[src/rtl/intseq_pkg.sv]
package intseq_pkg;

    typedef enum logic [3:0] {
        ST_IDLE,
        ST_VEC_PC,
        ST_VEC_CS,
        ST_PUSH_FL,
        ST_PUSH_CS,
        ST_PUSH_PC,
        ST_POP_PC,
        ST_POP_CS,
        ST_POP_FL
    } seq_state_t;

    typedef enum logic [1:0] {
        OP_ENTER  = 2'b00,
        OP_RETURN = 2'b01,
        OP_RESET  = 2'b10,
        OP_NONE   = 2'b11
    } seq_op_t;

endpackage

[src/rtl/intseq_addrgen.sv]
module intseq_addrgen
    import intseq_pkg::*;
#(
    parameter int          W       = 16,
    parameter int          TYPE_W  = 8,
    parameter logic [W-1:0] VEC_SEG = '0
) (
    input  seq_state_t      state,
    input  logic [TYPE_W-1:0] vtype,
    input  logic [W-1:0]    stk_seg,
    input  logic [W-1:0]    stk_ptr,
    input  logic [W-1:0]    push_fl,
    input  logic [W-1:0]    push_cs,
    input  logic [W-1:0]    push_pc,
    output logic            req,
    output logic            we,
    output logic [W-1:0]    seg,
    output logic [W-1:0]    off,
    output logic [W-1:0]    wdata
);
    // each table entry is two words = four bytes
    localparam int           ENTRY_SHIFT = 2;
    localparam logic [W-1:0] STEP1 = W'(2);
    localparam logic [W-1:0] STEP2 = W'(4);
    localparam logic [W-1:0] STEP3 = W'(6);

    logic [W-1:0] vec_base;
    assign vec_base = {{(W-TYPE_W){1'b0}}, vtype} << ENTRY_SHIFT;

    always_comb begin
        req   = 1'b1;
        we    = 1'b0;
        seg   = stk_seg;
        off   = stk_ptr;
        wdata = '0;
        unique case (state)
            ST_IDLE: begin
                req = 1'b0;
            end
            ST_VEC_PC: begin
                seg = VEC_SEG;
                off = vec_base;
            end
            ST_VEC_CS: begin
                seg = VEC_SEG;
                off = vec_base | STEP1;
            end
            ST_PUSH_FL: begin
                we    = 1'b1;
                off   = stk_ptr - STEP1;
                wdata = push_fl;
            end
            ST_PUSH_CS: begin
                we    = 1'b1;
                off   = stk_ptr - STEP2;
                wdata = push_cs;
            end
            ST_PUSH_PC: begin
                we    = 1'b1;
                off   = stk_ptr - STEP3;
                wdata = push_pc;
            end
            ST_POP_PC: begin
                off = stk_ptr;
            end
            ST_POP_CS: begin
                off = stk_ptr + STEP1;
            end
            ST_POP_FL: begin
                off = stk_ptr + STEP2;
            end
        endcase
    end

endmodule

[src/rtl/intseq_ctrl.sv]
module intseq_ctrl
    import intseq_pkg::*;
#(
    parameter int           W        = 16,
    parameter int           TYPE_W   = 8,
    parameter int           QLEN_W   = 3,
    parameter int           IE_BIT   = 9,
    parameter int           TRAP_BIT = 8,
    parameter logic [W-1:0] START_CS = '1
) (
    input  logic              clk,
    input  logic              rst_n,
    input  logic              cmd_start,
    input  logic [1:0]        cmd_op,
    input  logic [TYPE_W-1:0] int_type,
    input  logic [W-1:0]      cur_pc,
    input  logic [W-1:0]      cur_cs,
    input  logic [W-1:0]      cur_ss,
    input  logic [W-1:0]      cur_sp,
    input  logic [W-1:0]      cur_flags,
    input  logic [QLEN_W-1:0] queue_len,
    input  logic              mem_ack,
    input  logic [W-1:0]      mem_rdata,
    output seq_state_t        state,
    output logic [TYPE_W-1:0] lat_type,
    output logic [W-1:0]      lat_ss,
    output logic [W-1:0]      lat_sp,
    output logic [W-1:0]      lat_fl,
    output logic [W-1:0]      lat_cs,
    output logic [W-1:0]      lat_pcfix,
    output logic [W-1:0]      new_pc,
    output logic [W-1:0]      new_cs,
    output logic [W-1:0]      new_sp,
    output logic [W-1:0]      new_flags,
    output logic              done,
    output logic              pf_flush,
    output logic              seg_clear,
    output logic              pf_suspend
);
    localparam logic [W-1:0] FRAME  = W'(6);
    localparam logic [W-1:0] FLMASK = (W'(1) << IE_BIT) | (W'(1) << TRAP_BIT);

    seq_state_t   nxt;
    logic         idle_take;
    logic         xfer;
    logic         was_entry;
    logic [W-1:0] tmp_pc;
    logic [W-1:0] tmp_cs;

    assign idle_take  = cmd_start && (state == ST_IDLE);
    assign xfer       = (state != ST_IDLE) && mem_ack;
    assign pf_suspend = (state != ST_IDLE);

    // state register
    always_ff @(posedge clk) begin
        if (!rst_n) state <= ST_IDLE;
        else        state <= nxt;
    end

    // next-state decode
    always_comb begin
        nxt = state;
        unique case (state)
            ST_IDLE: begin
                if (idle_take) begin
                    if (cmd_op == OP_ENTER)       nxt = ST_VEC_PC;
                    else if (cmd_op == OP_RETURN) nxt = ST_POP_PC;
                end
            end
            ST_VEC_PC:  if (xfer) nxt = ST_VEC_CS;
            ST_VEC_CS:  if (xfer) nxt = ST_PUSH_FL;
            ST_PUSH_FL: if (xfer) nxt = ST_PUSH_CS;
            ST_PUSH_CS: if (xfer) nxt = ST_PUSH_PC;
            ST_PUSH_PC: if (xfer) nxt = ST_IDLE;
            ST_POP_PC:  if (xfer) nxt = ST_POP_CS;
            ST_POP_CS:  if (xfer) nxt = ST_POP_FL;
            ST_POP_FL:  if (xfer) nxt = ST_IDLE;
        endcase
    end

    // outputs and working registers
    always_ff @(posedge clk) begin
        if (!rst_n) begin
            lat_type  <= '0;
            lat_ss    <= '0;
            lat_sp    <= '0;
            lat_fl    <= '0;
            lat_cs    <= '0;
            lat_pcfix <= '0;
            tmp_pc    <= '0;
            tmp_cs    <= '0;
            was_entry <= 1'b0;
            new_pc    <= '0;
            new_cs    <= START_CS;
            new_sp    <= '0;
            new_flags <= '0;
            done      <= 1'b0;
            pf_flush  <= 1'b0;
            seg_clear <= 1'b0;
        end else begin
            done      <= 1'b0;
            pf_flush  <= 1'b0;
            seg_clear <= 1'b0;
            if (idle_take) begin
                if (cmd_op == OP_ENTER || cmd_op == OP_RETURN) begin
                    lat_type  <= int_type;
                    lat_ss    <= cur_ss;
                    lat_sp    <= cur_sp;
                    lat_fl    <= cur_flags;
                    lat_cs    <= cur_cs;
                    lat_pcfix <= cur_pc - W'(queue_len);
                    was_entry <= (cmd_op == OP_ENTER);
                end else if (cmd_op == OP_RESET) begin
                    new_pc    <= '0;
                    new_cs    <= START_CS;
                    new_flags <= '0;
                    pf_flush  <= 1'b1;
                    seg_clear <= 1'b1;
                end
            end
            if (xfer) begin
                case (state)
                    ST_VEC_PC: tmp_pc <= mem_rdata;
                    ST_VEC_CS: tmp_cs <= mem_rdata;
                    ST_PUSH_PC: begin
                        new_pc    <= tmp_pc;
                        new_cs    <= tmp_cs;
                        new_sp    <= lat_sp - FRAME;
                        new_flags <= lat_fl & ~FLMASK;
                        done      <= 1'b1;
                        pf_flush  <= 1'b1;
                    end
                    ST_POP_PC: tmp_pc <= mem_rdata;
                    ST_POP_CS: tmp_cs <= mem_rdata;
                    ST_POP_FL: begin
                        new_pc    <= tmp_pc;
                        new_cs    <= tmp_cs;
                        new_sp    <= lat_sp + FRAME;
                        new_flags <= mem_rdata;
                        done      <= 1'b1;
                        pf_flush  <= 1'b1;
                    end
                    default: ;
                endcase
            end
        end
    end

    assert_done_single_R9: assert property (@(posedge clk) disable iff (!rst_n)
        done |=> !done);

    assert_entry_masks_R4: assert property (@(posedge clk) disable iff (!rst_n)
        (done && was_entry) |-> (!new_flags[IE_BIT] && !new_flags[TRAP_BIT]));

    assert_suspend_cause_R6: assert property (@(posedge clk) disable iff (!rst_n)
        $rose(pf_suspend) |-> $past(cmd_start));

    assert_segclr_cmd_R10: assert property (@(posedge clk) disable iff (!rst_n)
        seg_clear |-> ($past(cmd_op) == OP_RESET && !pf_suspend && !done));

    assert_busy_ignore_R11: assert property (@(posedge clk) disable iff (!rst_n)
        (pf_suspend && cmd_start) |=> !seg_clear);

endmodule

[src/rtl/int_sequencer.sv]
module int_sequencer
    import intseq_pkg::*;
#(
    parameter int W      = 16,
    parameter int TYPE_W = 8,
    parameter int QLEN_W = 3
) (
    input  logic              clk,
    input  logic              rst_n,
    input  logic              cmd_start,
    input  logic [1:0]        cmd_op,
    input  logic [TYPE_W-1:0] int_type,
    input  logic [W-1:0]      cur_pc,
    input  logic [W-1:0]      cur_cs,
    input  logic [W-1:0]      cur_ss,
    input  logic [W-1:0]      cur_sp,
    input  logic [W-1:0]      cur_flags,
    input  logic [QLEN_W-1:0] queue_len,
    output logic              mem_req,
    output logic              mem_we,
    output logic [W-1:0]      mem_seg,
    output logic [W-1:0]      mem_off,
    output logic [W-1:0]      mem_wdata,
    input  logic              mem_ack,
    input  logic [W-1:0]      mem_rdata,
    output logic [W-1:0]      new_pc,
    output logic [W-1:0]      new_cs,
    output logic [W-1:0]      new_sp,
    output logic [W-1:0]      new_flags,
    output logic              done,
    output logic              pf_suspend,
    output logic              pf_flush,
    output logic              seg_clear
);
    seq_state_t        state;
    logic [TYPE_W-1:0] lat_type;
    logic [W-1:0]      lat_ss, lat_sp, lat_fl, lat_cs, lat_pcfix;

    intseq_ctrl #(
        .W(W), .TYPE_W(TYPE_W), .QLEN_W(QLEN_W),
        .IE_BIT(9), .TRAP_BIT(8), .START_CS('1)
    ) u_ctrl (
        .clk       (clk),
        .rst_n     (rst_n),
        .cmd_start (cmd_start),
        .cmd_op    (cmd_op),
        .int_type  (int_type),
        .cur_pc    (cur_pc),
        .cur_cs    (cur_cs),
        .cur_ss    (cur_ss),
        .cur_sp    (cur_sp),
        .cur_flags (cur_flags),
        .queue_len (queue_len),
        .mem_ack   (mem_ack),
        .mem_rdata (mem_rdata),
        .state     (state),
        .lat_type  (lat_type),
        .lat_ss    (lat_ss),
        .lat_sp    (lat_sp),
        .lat_fl    (lat_fl),
        .lat_cs    (lat_cs),
        .lat_pcfix (lat_pcfix),
        .new_pc    (new_pc),
        .new_cs    (new_cs),
        .new_sp    (new_sp),
        .new_flags (new_flags),
        .done      (done),
        .pf_flush  (pf_flush),
        .seg_clear (seg_clear),
        .pf_suspend(pf_suspend)
    );

    intseq_addrgen #(
        .W(W), .TYPE_W(TYPE_W), .VEC_SEG('0)
    ) u_addrgen (
        .state  (state),
        .vtype  (lat_type),
        .stk_seg(lat_ss),
        .stk_ptr(lat_sp),
        .push_fl(lat_fl),
        .push_cs(lat_cs),
        .push_pc(lat_pcfix),
        .req    (mem_req),
        .we     (mem_we),
        .seg    (mem_seg),
        .off    (mem_off),
        .wdata  (mem_wdata)
    );

    assert_hold_request_R8: assert property (@(posedge clk) disable iff (!rst_n)
        (mem_req && !mem_ack) |=> (mem_req && $stable(mem_seg) && $stable(mem_off)
                                   && $stable(mem_we) && $stable(mem_wdata)));

    assert_flush_after_access_R6: assert property (@(posedge clk) disable iff (!rst_n)
        (pf_flush && !seg_clear) |-> $past(mem_req && mem_ack));

endmodule

[config.mk]
export PLATFORM = sky130hd
export DESIGN_NAME = int_sequencer
export DESIGN_NICKNAME = d
export VERILOG_FILES = /design/src/rtl/intseq_pkg.sv /design/src/rtl/intseq_addrgen.sv /design/src/rtl/intseq_ctrl.sv /design/src/rtl/int_sequencer.sv
export SDC_FILE = /design/constraint.sdc
export NUM_CORES = 1
export LEC_CHECK = 0
export BUFFER_PORTS_ARGS = -buffer_cell sky130_fd_sc_hd__clkbuf_2
export CAP_MARGIN = 20
export CORE_MARGIN = 10
export CORE_UTILIZATION = 42
export CTS_CLUSTER_SIZE = 40
export DETAILED_ROUTE_END_ITERATION = 8
export PLACE_DENSITY = 0.63
export SYNTH_ARGS = -nofsm -noshare
export SYNTH_HDL_FRONTEND = slang
export SYNTH_HIERARCHICAL = 1
export SYNTH_SLANG_ARGS = --single-unit
[constraint.sdc]
create_clock -name clk -period 3.7 [get_ports clk]
set_clock_uncertainty 0.2 [all_clocks]
set_input_delay 0.37 -clock clk [delete_from_list [all_inputs] [get_ports clk]]
set_output_delay 0.37 -clock clk [all_outputs]
set_load 0.03 [all_outputs]
* Word-level counts from Yosys, hierarchy flattened *
Cells that the tools add are included.

operators by class
  reduce and logical (&&, ||, !) cells = 18
  shift operators = 0
  muxes and demuxes = 38
  add/sub/neg operators = 7
  equal/unequal tests = 19
  magnitude comparators = 0
  div/mod/pow operators = 0
  $mul = 0
  bitwise operators = 0

operator list
  kind                                                number
  2-to-1 mux 16 bit                                   15
  one-hot mux 16 bit (7 select lines)                 1
  one-hot mux 16 bit (2 select lines)                 2
  one-hot mux 16 bit (3 select lines)                 1
  2-to-1 mux 4 bit                                    10
  adder 16 x 3 -> 16 bit, second input constant       2
  one-hot mux 4 bit (8 select lines)                  1
  subtractor 16 x 3 -> 16 bit, second input constant  2
  adder 16 x 2 -> 16 bit, second input constant       1
  == test 4 x 3 -> 1 bit, second input constant       4
  subtractor 16 x 2 -> 16 bit, second input constant  1
  subtractor 16 x 3 -> 16 bit                         1
  != test 2 bit, second input constant                6
  AND reduction 2 bit                                 5
  AND reduction 9 bit                                 1
  == test 4 x 2 -> 1 bit, second input constant       2
  2-to-1 mux 1 bit                                    8
  OR reduction 2 bit                                  4
  == test 4 x 1 -> 1 bit, second input constant       1
  == test 4 bit, second input constant                1
  logical NOT 4 bit                                   1
  != test 2 x 1 -> 1 bit, second input constant       2
  nonzero test 4 bit                                  1
  != test 3 bit, second input constant                1
  other kinds (7)                                     8

word-level totals
  input port bits = 113
  flip-flop bits (word level) = 191
  bits in read-only memories = 0
  logic and storage cells = 98
  bits in latches = 0
  output and inout bits = 118
  memories kept = 0
  RAM bits = 0

* Logic depth before layout (Yosys ltp) *
  word-level depth = 6
  depth in mapped cells = 12
  depth with buffers taken out = 11

* By module *
Netlist, hierarchy kept.

by module, submodules not included
  module          instances  area an instance (µm²)  cells each
  intseq_ctrl     1          7703.6                  875
  intseq_addrgen  1          1974.4                  281

* Least setup slack after synthesis *
Ideal clock, no wire load.

  path kind = flip-flop to output port
  from = register u_ctrl.state[2]
  to = output port mem_off[15]
  required time = 3.130 ns
  arrival = 3.340 ns
  cell stages (with the launch flop) = 13
  setup slack = -0.210 ns
  cell sequence = dfxtp_1 buf_2 inv_1 nor2_1 nand3_1 ha_1 nor2b_1 o2111ai_1 a21oi_1 o21ai_0 a21boi_0 o21a_1 o31ai_1

between the ends
  word-level cells in the longest chain between the ends = 2

ends and longest elaborated chain
  item                                     line                  source
  from (decl)                              intseq_ctrl.sv:24     output seq_state_t state,
  from (signal assigned)                   intseq_ctrl.sv:57     else state <= nxt;
  == test 4 bit (tied with other cells)    intseq_addrgen.sv:36  unique case (state)
  one-hot mux 16 bit (7 select lines) (*)  intseq_addrgen.sv:36
  to (decl)                                int_sequencer.sv:22   output logic [W-1:0] mem_off,

Every way passes the cells marked *; elsewhere a longest branch is shown, timed or not.

* Worst setup path in the final report *
  from = register u_ctrl.state[3]
  to = output port mem_off[12]

The elaborated chain is that of the path after synthesis.

==> results.md <==
- Net Sw Power: roughly 0.0034 W
- Crit Path Max Fanout: 8
- Initial antenna violation count: 2
- Final WS setup: between 100 and 150 ps
- GRT Total Usage: a little over 20%
- Met2 usage: a little over a third
- Synthesized area per cell: 8.37 um^2
- Met1 GRT Util: around a quarter
- Synthesized area: between 9000 and 10,000 um^2
- Most common cell after layout, fill and taps aside: clkbuf_2
- Die Ht: about 170 um
- Synth top area cells: dfxtp_1, nand2_1, a21oi_1, ha_1, nor2_1
- Starting Density: between 40 and 50%
- Min Hold Slack: about 3.7 ps
- Final Net Count: approximately 1,600
- Synth async-reset ratio: 0%
- Detailed router's first-iteration violation count: between 700 and 800
- CTS root buf: clkbuf_16
- I/O Buffers: 230
- Rows: 55
- Worst Setup EP: mem_off[12]
- P_int: between 0.004 and 0.005 W
- Yosys cell types: 72
- Max cap viols: 0
- Reg2Reg Depth: 11
- Leak: 5.61 nW
- Io pins: about 230
- Layout cells sized above 1: approximately 24%
- Fin cells: ~1,700
- Min Tclk post-route: ~3600 ps
- Placer Congestion: about 0.89
- Area leader, netlist: dfxtp_1
- Most frequent cells in the layout: clkbuf_2, nand2_1, dfxtp_1, a21oi_1, nor2_1
- Actual slew at the worst max-slew pin: roughly 780 ps
- Filler instances: 2,064
- Worst rel slew slack: a little under half
- Worst hold path type: input port to register
- Most used DFF post-synth: dfxtp_1
- Reg2reg setup slack: between 200 and 300 ps
- VDD IR max: 0.429 mV
- Max clock buf depth: 2
- Max frequency: 0.280 GHz
- CP arrival: about 3000 ps
- Die Area: a little under 30,000 um^2
- Final Cycle Share: between 90% and 100%
- Register area share after synthesis: roughly two fifths
- Total grt overflow: 0
- Crit path launch type: register
- Vias/cell: around 5.4
- Post-route ant nets: 0
- Net Count, Synth: 1,317
- M3 GR Usage: under 10%
- First-pass GRT wire length: roughly 49,000 um
- Hold Vio Cnt, Final: 0
- CTS buffer count: 17
- Share of the synthesized area in the top cell type: approximately 40%
- Outcome: finished clean
- Residual DRC count: 0
- Drt first pass iters: 9
- Largest net degree at the start of global routing: 50
- Critical R2R Launch: u_ctrl/state[0]$_SDFFE_PN0P_
- Yosys warns: 6
- Vias in the first global route: ~9,300
- Die Wd: approximately 170 um
- R2R Path End: u_ctrl/new_sp[14]$_SDFFE_PN0P_
- Post-DP HPWL: 22,400 um
- Routed wire length: 30,900 um
- H-tree Lvls: 4
- Clock share of power: ~25%
- Via count: between 9,000 and 10,000
- Core Footprint: around 23,000 um^2
- P&R area growth vs syn: 32.3%
- Worst EP required: 3130 ps
- Synthesized netlist cell count: ~1,200
- Power per cell area: roughly 630 nW/um^2
- Sequential share of power: between 30 and 40%
- Post-synthesis register bit count: ~190
- Critical path class: register to primary output
- CTS tree: built
- Clock latency on the worst-skew pair: 450 ps
- Critical path origin: u_ctrl/state[3]$_SDFFE_PN0P_
- CP Capture Type: primary output
- Place WS: approximately 220 ps
- CTS sink cnt: between 150 and 200
- Setup TNS: 0 ps
- Comb pwr share: between 40% and 50%
- Util after Layout: ~57%
- Routed length per placed instance: between 15 and 20 um
- EDFF count, synth: 0
- Clock-pin slew on the worst setup and hold paths: ~90 ps
- Slew Viols, Final: 0
- Placed insts: about 1,600
- GRT busiest layer: met2
- Final setup fails: 0
- Sw Ratio: between 40 and 50%
-- worst min-delay path by stage --
stage                                      from                                to  slack (ps)  depth (start not counted)
2_1_floorplan  u_ctrl/lat_pcfix[5]$_SDFFE_PN0P_  u_ctrl/lat_pcfix[5]$_SDFFE_PN0P_         230                          2
3_3_place_gp     u_ctrl/new_sp[11]$_SDFFE_PN0P_    u_ctrl/new_sp[11]$_SDFFE_PN0P_         230                          2
3_5_place_dp      u_ctrl/lat_ss[1]$_SDFFE_PN0P_     u_ctrl/lat_ss[1]$_SDFFE_PN0P_         240                          2
4_1_cts                            mem_rdata[7]     u_ctrl/tmp_pc[7]$_SDFFE_PN0P_         0.2                          3
5_1_grt                            mem_rdata[7]     u_ctrl/tmp_cs[7]$_SDFFE_PN0P_          10                          3
6_report                          mem_rdata[10]    u_ctrl/tmp_pc[10]$_SDFFE_PN0P_           4                          3
-- layer usage --
layer	vias up	wire length, um
met5	-	0
met4	0	682
met3	42	1930
met2	251	15600
met1	4365	12800
li1	4680	-
-- metrics by stage --
| stage | total power (W) | instance area, um^2 |
|---|---|---|
| final | 0.00809 | 12800 |
| after global routing | 0.00858 | 12800 |
| after CTS | 0.00798 | 12600 |
| after detailed placement | 0.00585 | 11100 |
| after global placement | 0.00582 | 11100 |
| after floorplan | 0.00497 | 9690 |
-- cell families after synthesis --
| kind of cell | after synthesis | share of synthesized area [%] |
|---|---|---|
| AO/OA/AOI/OAI | 321 | 22.7 |
| buffers and inverters | 107 | 4.68 |
| adder cells (fa/ha/maj) | 49 | 6.54 |
| AND/OR/NAND/NOR | 405 | 18.6 |
| XOR/XNOR | 48 | 4.34 |
| flip-flops | 191 | 39.5 |
| multiplexers | 35 | 3.62 |
-- power groups by stage --
| stage | clock [W] | combinational [W] | sequential (W) |
|---|---|---|---|
| floorplan | 0 | 0.00245 | 0.00252 |
| global placement | 0 | 0.00330 | 0.00252 |
| detailed placement | 0 | 0.00332 | 0.00253 |
| CTS | 0.00205 | 0.00344 | 0.00248 |
| global route | 0.00213 | 0.00392 | 0.00252 |
| finish | 0.00201 | 0.00359 | 0.00249 |
-- cell type report --
class	instances	area (um^2)	share of cell area [%]
multi-input cells	858	5620	43.9
flip-flops and latches	191	3830	29.9
repair buffers	339	2190	17.1
clock buffers	17	425	3.32
well taps	285	357	2.79
clock inverters	15	231	1.81
inverters	36	138	1.08
diodes	2	5.00	0.0391
-- Yosys cell counts, drive strengths merged (3+ instances only) --
| master | n |
|---|---|
| nand2 | 201 |
| dfxtp | 191 |
| a21oi | 122 |
| nor2 | 106 |
| ha | 45 |
| o21ai | 45 |
| clkbuf | 42 |
| a222oi | 36 |
| inv | 36 |
| mux2i | 35 |
| xnor2 | 32 |
| buf | 29 |
| and2 | 22 |
| o22a | 18 |
| a211oi | 17 |
| a22o | 16 |
| xor2 | 16 |
| nor3 | 15 |
| a21o | 13 |
| nand3 | 13 |
| nor2b | 12 |
| o21a | 9 |
| or3 | 6 |
| a31oi | 5 |
| nor3b | 5 |
| nor4 | 5 |
| a22oi | 4 |
| and3 | 4 |
| nand2b | 4 |
| nand4 | 4 |
| o221ai | 4 |
| o31ai | 4 |
| a211o | 3 |
| a311oi | 3 |
| fa | 3 |
| o2111ai | 3 |
| o22ai | 3 |
| o311ai | 3 |
| or2 | 3 |
-- repair_timing --
action / CTS / global route
pin swaps: 5 / 21
hold buffers: 76 / 0
resized for setup: 14 / 48
buffers inserted: 2 / 2
hold endpoints to repair: 78 / 0
endpoints found under the setup margin: 6 / 7
-- state kept, by name (all words and copies together), names as in the netlist --
register and count:
u_ctrl/done 1, u_ctrl/lat_cs 16, u_ctrl/lat_fl 16, u_ctrl/lat_pcfix 16, u_ctrl/lat_sp 16, u_ctrl/lat_ss 16, u_ctrl/lat_type 8, u_ctrl/new_cs 16
u_ctrl/new_flags 16, u_ctrl/new_pc 16, u_ctrl/new_sp 16, u_ctrl/pf_flush 1, u_ctrl/seg_clear 1, u_ctrl/state 4, u_ctrl/tmp_cs 16, u_ctrl/tmp_pc 16
-- critical path: stages, from the launching register on --
cell and delay, ps:
dfxtp_4 390, nor2b_4 180, nand2_4 110, buf_6 170
ha_1 300, or2_2 310, o31ai_1 90, a31oi_2 100
a31oi_1 240, xor2_1 170, nor2_1 60, a221o_1 290
buf_6 140
Power figures use the tool's default switching activity.
